**src/rtl/diskIotPkg.sv**
```systemverilog
package diskIotPkg;
  localparam int STA_W = 12;
  localparam int ST_PHOTO = 11;
  localparam int ST_WLK   = 9;
  localparam int ST_EIE   = 8;
  localparam int ST_PIE   = 7;
  localparam int ST_CIE   = 6;
  localparam int ST_LATE  = 2;
  localparam int ST_NXD   = 1;
  localparam int ST_PAR   = 0;
  localparam logic [STA_W-1:0] KEEP_MASK = 12'o7007;
  localparam logic [STA_W-1:0] LOAD_MASK = 12'o0770;
  localparam logic [STA_W-1:0] ERR_MASK  = 12'o1007;

  typedef enum logic [2:0] {
    ACC_PASS, ACC_ZERO, ACC_STATUS, ACC_LOW_OR, ACC_LOW_ONLY, ACC_HI_OR, ACC_HI_ONLY
  } accSel_e;

  typedef struct packed {
    logic    clrLow;
    logic    orLow;
    logic    clrHi;
    logic    orHi;
    logic    clrDoneErr;
    logic    maskSta;
    logic    loadEn;
    logic    checkNxd;
    logic    skipErr;
    logic    skipDone;
    accSel_e accSel;
  } iotCmd_t;
endpackage

```
**src/rtl/diskIotCtrl.sv**
```systemverilog
module diskIotCtrl
  import diskIotPkg::*;
#(
  parameter int SUB_W   = 3,
  parameter int PULSE_W = 3
) (
  input  logic               clk,
  input  logic               rstN,
  input  logic               iotStrobe,
  input  logic [SUB_W-1:0]   iotSub,
  input  logic [PULSE_W-1:0] iotPulse,
  output iotCmd_t            cmd,
  output logic               startRead,
  output logic               startWrite
);
  logic isStart;

  always_comb begin
    cmd = '0;
    cmd.accSel = ACC_PASS;
    if (iotStrobe) begin
      case (iotSub)
        SUB_W'(0): begin
          cmd.clrLow     = iotPulse[0];
          cmd.clrDoneErr = iotPulse[0];
          if (iotPulse[1] | iotPulse[2]) begin
            cmd.orLow  = 1'b1;
            cmd.accSel = ACC_ZERO;
          end
        end
        SUB_W'(1): begin
          case (iotPulse)
            PULSE_W'(1): cmd.maskSta = 1'b1;
            PULSE_W'(5): begin
              cmd.maskSta = 1'b1;
              cmd.loadEn  = 1'b1;
              cmd.accSel  = ACC_ZERO;
            end
            PULSE_W'(6): cmd.accSel = ACC_STATUS;
            default: ;
          endcase
        end
        SUB_W'(2): begin
          cmd.skipErr  = iotPulse[0];
          cmd.skipDone = iotPulse[1] & ~iotPulse[2];
          if (iotPulse[2]) cmd.accSel = iotPulse[1] ? ACC_LOW_ONLY : ACC_LOW_OR;
        end
        SUB_W'(4): begin
          cmd.checkNxd = 1'b1;
          case (iotPulse)
            PULSE_W'(1): cmd.clrHi = 1'b1;
            PULSE_W'(3): begin
              cmd.clrHi  = 1'b1;
              cmd.orHi   = 1'b1;
              cmd.accSel = ACC_ZERO;
            end
            PULSE_W'(2): begin
              cmd.orHi   = 1'b1;
              cmd.accSel = ACC_ZERO;
            end
            PULSE_W'(5): cmd.accSel = ACC_HI_ONLY;
            PULSE_W'(4): cmd.accSel = ACC_HI_OR;
            default: ;
          endcase
        end
        default: ;
      endcase
    end
  end

  assign isStart = iotStrobe && (iotSub == SUB_W'(0)) && (iotPulse[1] | iotPulse[2]);

  always_ff @(posedge clk) begin
    if (!rstN) begin
      startRead  <= 1'b0;
      startWrite <= 1'b0;
    end else begin
      startRead  <= isStart & ~iotPulse[2];
      startWrite <= isStart & iotPulse[2];
    end
  end

  assert_start_onehot_R4: assert property (@(posedge clk) disable iff (!rstN)
    $onehot0({startRead, startWrite}));
  assert_write_source_R4: assert property (@(posedge clk) disable iff (!rstN)
    startWrite |-> $past(iotStrobe && iotSub == SUB_W'(0) && iotPulse[2]));
  assert_read_source_R4: assert property (@(posedge clk) disable iff (!rstN)
    startRead |-> $past(iotStrobe && iotSub == SUB_W'(0) && iotPulse[1] && !iotPulse[2]));
endmodule

```
**src/rtl/diskIotData.sv**
```systemverilog
module diskIotData
  import diskIotPkg::*;
#(
  parameter int ACC_W  = STA_W,
  parameter int HI_W   = 8,
  parameter int PLAT_W = 2,
  localparam int ADDR_W = ACC_W + HI_W
) (
  input  logic              clk,
  input  logic              rstN,
  input  iotCmd_t           cmd,
  input  logic [ACC_W-1:0]  accIn,
  input  logic              xferDone,
  input  logic [3:0]        errSet,
  input  logic              photoIn,
  input  logic [PLAT_W-1:0] platters,
  output logic [ACC_W-1:0]  accOut,
  output logic              skip,
  output logic              intReq,
  output logic [ADDR_W-1:0] diskAddr
);
  logic [ACC_W-1:0]  lowQ, lowD;
  logic [HI_W-1:0]   hiQ, hiD;
  logic [ADDR_W-1:0] addrD;
  logic [STA_W-1:0]  staQ, staD;
  logic              doneQ, doneD;
  logic              errAny;
  logic [ACC_W-1:0]  hiWide;

  assign errAny   = |(staQ & ERR_MASK);
  assign hiWide   = {{(ACC_W-HI_W){1'b0}}, hiQ};
  assign diskAddr = {hiQ, lowQ};

  always_comb begin
    lowD = cmd.clrLow ? '0 : lowQ;
    if (cmd.orLow) lowD = lowD | accIn;
    hiD = cmd.clrHi ? '0 : hiQ;
    if (cmd.orHi) hiD = hiD | accIn[HI_W-1:0];
    addrD = {hiD, lowD};

    staD = staQ;
    if (cmd.maskSta) staD = (staQ & KEEP_MASK) | (cmd.loadEn ? (accIn & LOAD_MASK) : '0);
    if (cmd.clrDoneErr) staD = staD & ~ERR_MASK;
    if (cmd.checkNxd) staD[ST_NXD] = (addrD[ADDR_W-1 -: PLAT_W] > platters);
    staD[ST_PAR]   = staD[ST_PAR]  | errSet[0];
    staD[ST_NXD]   = staD[ST_NXD]  | errSet[1];
    staD[ST_LATE]  = staD[ST_LATE] | errSet[2];
    staD[ST_WLK]   = staD[ST_WLK]  | errSet[3];
    staD[ST_PHOTO] = photoIn;

    doneD = xferDone | (doneQ & ~cmd.clrDoneErr);
  end

  always_ff @(posedge clk) begin
    if (!rstN) begin
      lowQ  <= '0;
      hiQ   <= '0;
      staQ  <= '0;
      doneQ <= 1'b1;
    end else begin
      lowQ  <= lowD;
      hiQ   <= hiD;
      staQ  <= staD;
      doneQ <= doneD;
    end
  end

  always_comb begin
    case (cmd.accSel)
      ACC_ZERO:     accOut = '0;
      ACC_STATUS:   accOut = staQ;
      ACC_LOW_OR:   accOut = accIn | lowQ;
      ACC_LOW_ONLY: accOut = lowQ;
      ACC_HI_OR:    accOut = accIn | hiWide;
      ACC_HI_ONLY:  accOut = hiWide;
      default:      accOut = accIn;
    endcase
  end

  assign skip   = (cmd.skipErr & errAny) | (cmd.skipDone & doneQ);
  assign intReq = (doneQ & staQ[ST_CIE]) | (errAny & staQ[ST_EIE]) |
                  (staQ[ST_PHOTO] & staQ[ST_PIE]);

  assert_clear_R3: assert property (@(posedge clk) disable iff (!rstN)
    (cmd.clrDoneErr && !cmd.orLow && !xferDone && errSet == 4'b0)
      |=> (!doneQ && !errAny && lowQ == '0));
  assert_start_acc_zero_R4: assert property (@(posedge clk) disable iff (!rstN)
    cmd.orLow |-> accOut == '0);
  assert_mask_int_low_R5: assert property (@(posedge clk) disable iff (!rstN)
    (cmd.maskSta && !cmd.loadEn) |=> !intReq);
  assert_capacity_R11: assert property (@(posedge clk) disable iff (!rstN)
    (cmd.checkNxd && !errSet[1])
      |=> staQ[ST_NXD] == (diskAddr[ADDR_W-1 -: PLAT_W] > $past(platters)));
  assert_done_set_R12: assert property (@(posedge clk) disable iff (!rstN)
    xferDone |=> doneQ);
endmodule

```
**src/rtl/diskIotUnit.sv**
```systemverilog
module diskIotUnit
  import diskIotPkg::*;
#(
  parameter int SUB_W   = 3,
  parameter int PULSE_W = 3,
  parameter int ACC_W   = STA_W,
  parameter int HI_W    = 8,
  parameter int PLAT_W  = 2
) (
  input  logic                    clk,
  input  logic                    rstN,
  input  logic                    iotStrobe,
  input  logic [SUB_W-1:0]        iotSub,
  input  logic [PULSE_W-1:0]      iotPulse,
  input  logic [ACC_W-1:0]        accIn,
  output logic [ACC_W-1:0]        accOut,
  output logic                    skip,
  input  logic                    xferDone,
  input  logic [3:0]              errSet,
  input  logic                    photoIn,
  input  logic [PLAT_W-1:0]       platters,
  output logic                    intReq,
  output logic                    startRead,
  output logic                    startWrite,
  output logic [ACC_W+HI_W-1:0]   diskAddr
);
  iotCmd_t cmd;

  diskIotCtrl #(.SUB_W(SUB_W), .PULSE_W(PULSE_W)) i_ctrl (
    .clk(clk), .rstN(rstN), .iotStrobe(iotStrobe), .iotSub(iotSub),
    .iotPulse(iotPulse), .cmd(cmd), .startRead(startRead), .startWrite(startWrite)
  );

  diskIotData #(.ACC_W(ACC_W), .HI_W(HI_W), .PLAT_W(PLAT_W)) i_data (
    .clk(clk), .rstN(rstN), .cmd(cmd), .accIn(accIn), .xferDone(xferDone),
    .errSet(errSet), .photoIn(photoIn), .platters(platters), .accOut(accOut),
    .skip(skip), .intReq(intReq), .diskAddr(diskAddr)
  );
endmodule

```
**config.mk**
```make
export PLATFORM = sky130hd
export DESIGN_NAME = diskIotUnit
export DESIGN_NICKNAME = d
export VERILOG_FILES = /design/src/rtl/diskIotPkg.sv /design/src/rtl/diskIotCtrl.sv /design/src/rtl/diskIotData.sv /design/src/rtl/diskIotUnit.sv
export SDC_FILE = /design/constraint.sdc
export NUM_CORES = 1
export LEC_CHECK = 0
export ABC_AREA = 0
export BUFFER_PORTS_ARGS = -buffer_cell sky130_fd_sc_hd__buf_4
export CORE_MARGIN = 2
export CORE_UTILIZATION = 50
export CTS_CLUSTER_SIZE = 8
export DETAILED_ROUTE_END_ITERATION = 10
export PLACE_DENSITY = 0.78
export SLEW_MARGIN = 10
export SYNTH_ARGS = -nofsm -noshare
export SYNTH_HDL_FRONTEND = slang
export SYNTH_HIERARCHICAL = 1
export SYNTH_SLANG_ARGS = --single-unit
```
**constraint.sdc**
```tcl
create_clock -name clk -period 4.3 [get_ports clk]
set_input_delay 0.215 -clock clk [delete_from_list [all_inputs] [get_ports clk]]
set_output_delay 0.215 -clock clk [all_outputs]
set_load 0.005 [all_outputs]
```
==> results of run 1 <==
-- power groups by stage --
stage / logic (mW) / clock network (mW) / registers (mW)
2_1_floorplan: 0.0723 / 0 / 0.332
3_3_place_gp: 0.127 / 0 / 0.334
3_5_place_dp: 0.129 / 0 / 0.334
4_1_cts: 0.130 / 0.244 / 0.327
5_1_grt: 0.142 / 0.258 / 0.327
6_report: 0.129 / 0.239 / 0.327
-- final cells by class --
cell class / count / area (um2)
Multi-Input combinational cell: 205 / 1484
Timing Repair Buffer: 68 / 510.5
Tap cell: 52 / 65.06
Sequential cell: 34 / 680.7
Clock buffer: 7 / 86.33
Fill cell: 382 / 1530
Clock inverter: 1 / 5.005
Inverter: 6 / 22.52
-- path summary, 6_finish.rpt --
| path | startpoint | endpoint | slack, ns |
|---|---|---|---|
| max | iotSub[2] | accOut[11] | 1.50 |
| min | xferDone | i_data/doneQ$_SDFF_PN1_ | 0.12 |
| min reg2reg | i_data/staQ[3]$_SDFFE_PN0P_ | i_data/staQ[3]$_SDFFE_PN0P_ | 0.48 |
| max reg2reg | i_data/hiQ[7]$_SDFF_PN0_ | i_data/staQ[1]$_SDFF_PN0_ | 2.91 |
-- critical path: cells and delay by family --
| kind | cells | cell delay [ns] |
|---|---|---|
| buf+inv | 3 | 0.58 |
| simple gates | 3 | 0.75 |
| compound gates | 3 | 1.04 |
-- state kept, by name, summed over array words and instances, names as in the netlist --
name	flops
i_data/hiQ	8
i_data/doneQ	1
i_data/lowQ	12
i_ctrl/startRead	1
i_data/staQ	11
i_ctrl/startWrite	1
-- stage by stage --
stage	total power [mW]	area, um2	utilization, %	hold slack, ns	std cells
2_1_floorplan	0.4043	2295	-	0.3209	269
3_3_place_gp	0.4603	2763	63.01	0.4015	365
3_5_place_dp	0.4628	2763	63.01	0.4085	365
4_1_cts	0.7001	2854	65.10	0.1196	373
5_1_grt	0.7269	2854	65.10	0.1165	373
6_report	0.6953	2854	65.10	0.1242	373
-- layout by cell type (no fill, tap or decap), types with 2 or more instances in the layout --
cell type | synthesis | layout
buf_4 | 3 | 68
dfxtp_1 | 34 | 34
nor2b_1 | 25 | 25
mux2i_1 | 19 | 19
a22oi_1 | 19 | 19
nor2_1 | 14 | 14
nand2b_1 | 13 | 13
nand3b_1 | 10 | 10
nor4b_1 | 10 | 10
o21ai_1 | 10 | 10
nand2_1 | 8 | 8
nand3_1 | 8 | 8
a21o_1 | 8 | 8
a211o_1 | 8 | 8
a21boi_1 | 7 | 7
clkbuf_8 | 0 | 6
o21a_1 | 5 | 5
and2_1 | 4 | 4
o21ai_0 | 4 | 4
nor3_1 | 3 | 3
inv_2 | 3 | 3
and3_1 | 3 | 3
inv_1 | 3 | 3
a32o_1 | 3 | 3
a221o_1 | 3 | 3
o211ai_1 | 2 | 2
a21oi_1 | 3 | 2
a22o_1 | 2 | 2
ha_1 | 2 | 2
-- metal layers --
metal  GRT usage, %  share of wire (%)
met5              0                  0
met4          6.499                1.3
met3          5.063                6.5
met2          37.65                 47
met1          32.75                 45
-- logic make-up after synthesis --
kind of cell,count (synthesis),synth area share [%]
muxes,20,8.778
and+or+nand+nor,105,28.41
DFF,34,29.66
buffers and inverters,30,6.652
adders and majority gates,2,1.090
AOI/OAI and AO/OA,78,25.41
==> results.cfg, run 1 <==
[status]
status = finished clean

[power]
switching_share_pct = 25.39
power.share.sequential_pct = 47.0
p_per_area_nw_per_um2 = 243.6
netSwitchingPower_mw = 0.1766
clkPwrFrac_pct = 34.4
vdd_drop_max_v = 0.0002099
leakagePower_nw = 1.138
p_comb_share_pct = 18.6
power.internal_mw = 0.5187

[critical_path]
crit_path_top_delay_cell = a21oi_4
worstPathMaxFanout = 17
cp_data_arrival_time_ns = 2.59
slowest_delay_ns = 0.46
critPathLaunchType = primary input
required_ns = 4.09
setup.worst_path.end_class = output port
path_cells = buf_4, nand2b_1, or3b_1, a21oi_4, buf_4, nor2_1, a32o_1, a221o_1, buf_4
crit_top_cell = buf_4
critical_path_class = primary input to output port
worstRegToRegCells = 5

[logic_synthesis]
ys_seq_area_share_pct = 29.66
yosys_register_bits = 34
avgSynthCellArea_um2 = 8.530
synth_area_leader_cell = dfxtp_1
synthFlopType = dfxtp_1
yosys_warnings = 6
syn_area_um2 = 2295
async_flop_share_pct = 0
ys_top_cells_by_area = dfxtp_1 30%, mux2i_1 8.3%, nor2b_1 6.8%
synth_commonest_cells = 34 x dfxtp_1, 25 x nor2b_1, 19 x a22oi_1, 19 x mux2i_1, 14 x nor2_1
netlist_instances = 269
synth_nets = 300
synth.most_common_cell = dfxtp_1
synth_top_area_share_pct = 29.66
synth_edf_count = 0
synthDistinctLibCells = 43

[drt]
vias_per_cell = 6.000
ant_nets = 0
wl_per_cell_um = 16.34
drtPass1Iterations = 4
drt_wl_total_um = 6095
drc = 0
route.vias.total = 2238
first_iter_violations = 118

[layout]
area_delta_synth_final_pct = 24.37
drive_gt1_share_pct = 26.79
layout.nets = 351
n_antenna_cell = 0

[clock_tree]
clock_latency_ns = 0.28
clock-root-buffer = clkbuf_8
tritoncts = done
cts_made_buffers = 5
cts.sinks = 34
cts_resized = 0
cts_hold_buf = 0
cts_setup_buffers = 0
clkTransAtPathRegs_ns = 0.07
ctsHtreeMaxLevel = 2
clock_path_buffers = 2

[min_path]
holdPathStages = 2
hold_class = primary input to register

[grt]
grt_pass1_wl_um = 9798
antenna_found_initial = 0
grt_pass1_vias = 2040
grt_max_degree = 35
grt_usage_pct = 23.75
grt-ovfl-total = 0

[placed_design]
io_buffers = 64
post-place-ws_ns = 1.506
gp_congestion = 0.8648
dp_hpwl_um = 4276

[job]
maxCapViolCount = 0

[floorplanning]
die_h_um = 71.75
ioPinCount = 65
initial_utilization_pct = 52.34
std_cell_rows = 24
dieArea_um2 = 5147
core-area_um2 = 4384
die_width_um = 71.75

[sta]
max_slew.worst_pin.slew_ns = 1.293
skew_ns = 0.0001970
max_freq_mhz = 356.7
rsz0062_at_grt = no
finalCritPeriodShare_pct = 65.20
min_period_ns = 2.804
finalHoldViolCount = 0
worst_slack_ns = 1.496
setup_viol = 0
maxSlewViolCount = 0
slew_headroom_pct = 13.14
setup_tns_ns = 0
(Power assumes the default switching activity.)
==> inputs of run 2 (changes only) <==
clock period = 2.9 ns   (was 4.3 ns; I/O delays follow)
==> results.cfg, run 2 (same netlist as run 1, synthesis figures left out) <==
[layout]
layout_common_cells = 67 x buf_4, 34 x dfxtp_1, 25 x nor2b_1
largest_register = i_data/lowQ
area_delta_synth_final_pct = 25.95
largestRegisters = i_data/lowQ x12, i_data/staQ x11, i_data/hiQ x8
final_common_cell = buf_4
layout.nets = 352
multi_input_area_um2 = 1484
drive_gt1_share_pct = 27.33
n_antenna_cell = 0
largest_register_ffs = 12
utilization_pct = 65.92
seq_area_um2 = 680.7
final_design_area_no_fill_um2 = 2890
nFillCells = 409

[drt]
drtPass1Iterations = 4
route.vias.total = 2221
ant_nets = 0
drt_wl_total_um = 6043
vias_per_cell = 5.939
wl_per_cell_um = 16.16
drc = 0
first_iter_violations = 143

[critical_path]
r2r-start = i_data/hiQ[7]$_SDFF_PN0_
worstPathMaxFanout = 45
worstRegToRegCells = 5
critical_path_class = primary input to output port
critPathLaunchType = primary input
startpoint = iotSub[2]
setup.worst_path.end_class = output port
rrSetupSlack_ns = 1.53
required_ns = 2.76
cp_data_arrival_time_ns = 2.17
r2r_end = i_data/staQ[1]$_SDFF_PN0_
endpoint = accOut[9]

[sta]
setup_viol = 0
setup_tns_ns = 0
rsz0062_at_grt = no
holdWs_ns = 0.04151
skew_ns = 0.006661
max_slew.worst_pin.slew_ns = 0.5677
finalHoldViolCount = 0
slew_headroom_pct = 62.15
maxSlewViolCount = 0
finalCritPeriodShare_pct = 79.73
max_freq_mhz = 432.5
min_period_ns = 2.312

[clock_tree]
tritoncts = done
cts_made_buffers = 5
clock-root-buffer = clkbuf_8
cts_setup_buffers = 0
ctsHtreeMaxLevel = 2
clock_path_buffers = 2
cts.sinks = 34
cts_hold_buf = 0
clock_latency_ns = 0.28
clkTransAtPathRegs_ns = 0.07
cts_resized = 0

[grt]
grt_usage_pct = 24.43
grt-ovfl-total = 0
grt_pass1_vias = 2005
antenna_found_initial = 0
grt_max_degree = 46
grt_pass1_wl_um = 9949
grtUsageMet1_pct = 34.20
grtUsageMet2_pct = 38.99
top_usage_layer = met2
grtUsageMet3_pct = 4.219

[placed_design]
gp_congestion = 0.8905
placed_area_um2 = 2795
io_buffers = 64
dp_hpwl_um = 4205

[floorplanning]
initial_utilization_pct = 52.34
ioPinCount = 65
die_width_um = 71.75
core-area_um2 = 4384
dieArea_um2 = 5147
std_cell_rows = 24
die_h_um = 71.75

[status]
status = finished clean

[power]
leakagePower_nw = 1.148
power_mw = 1.047
vdd_drop_max_v = 0.0002653
p_per_area_nw_per_um2 = 362.3

[job]
maxCapViolCount = 0

[min_path]
hold_class = primary input to register
-- run 2: cell count changes in the layout (fill, tap and decap cells not counted), sizes merged --
cell      before  now
clkinvlp       0    1
clkbuf         7    6
buf           68   69
-- run 2: layout make-up --
cell class	instances	share of cell area (%)
Multi-Input combinational cell	205	51.34
Sequential cell	34	23.55
Timing Repair Buffer	69	18.79
Clock buffer	6	2.857
Tap cell	52	2.251
Inverter	6	0.7792
Clock inverter	2	0.4329
-- run 2: report_power, final --
part | internal, mW | switching (mW)
Clock | 0.191 | 0.179
Combinational | 0.103 | 0.0893
Sequential | 0.476 | 0.00922
Total | 0.770 | 0.277
-- run 2: routing by layer --
layer	up-vias	share of wire, %
li1	1099	-
met1	1048	47
met2	70	48
met3	4	4.8
met4	0	0.41
met5	-	0
-- run 2: worst min path at each step --
stage | from | endpoint | slack (ns) | cells past startpoint
2_1_floorplan | xferDone | i_data/doneQ$_SDFF_PN1_ | 0.25 | 1
4_1_cts | xferDone | i_data/doneQ$_SDFF_PN1_ | 0.03 | 2
6_report | xferDone | i_data/doneQ$_SDFF_PN1_ | 0.04 | 2
5_1_grt | xferDone | i_data/doneQ$_SDFF_PN1_ | 0.03 | 2
3_5_place_dp | xferDone | i_data/doneQ$_SDFF_PN1_ | 0.34 | 2
3_3_place_gp | xferDone | i_data/doneQ$_SDFF_PN1_ | 0.33 | 2
-- run 2: worst max-delay path: stages --
cell,delay (ns)
buf_4,0.15
nand2b_1,0.20
or3b_1,0.44
a21oi_4,0.16
buf_12,0.25
nor2_1,0.14
a32o_1,0.28
a221o_1,0.26
buf_4,0.13
-- run 2: metrics by stage --
| stage | setup slack, ns | cells |
|---|---|---|
| 2_1_floorplan | 0.9173 | 269 |
| 3_3_place_gp | 0.6559 | 366 |
| 3_5_place_dp | 0.5998 | 366 |
| 4_1_cts | 0.6021 | 374 |
| 5_1_grt | 0.4822 | 374 |
| 6_report | 0.5879 | 374 |
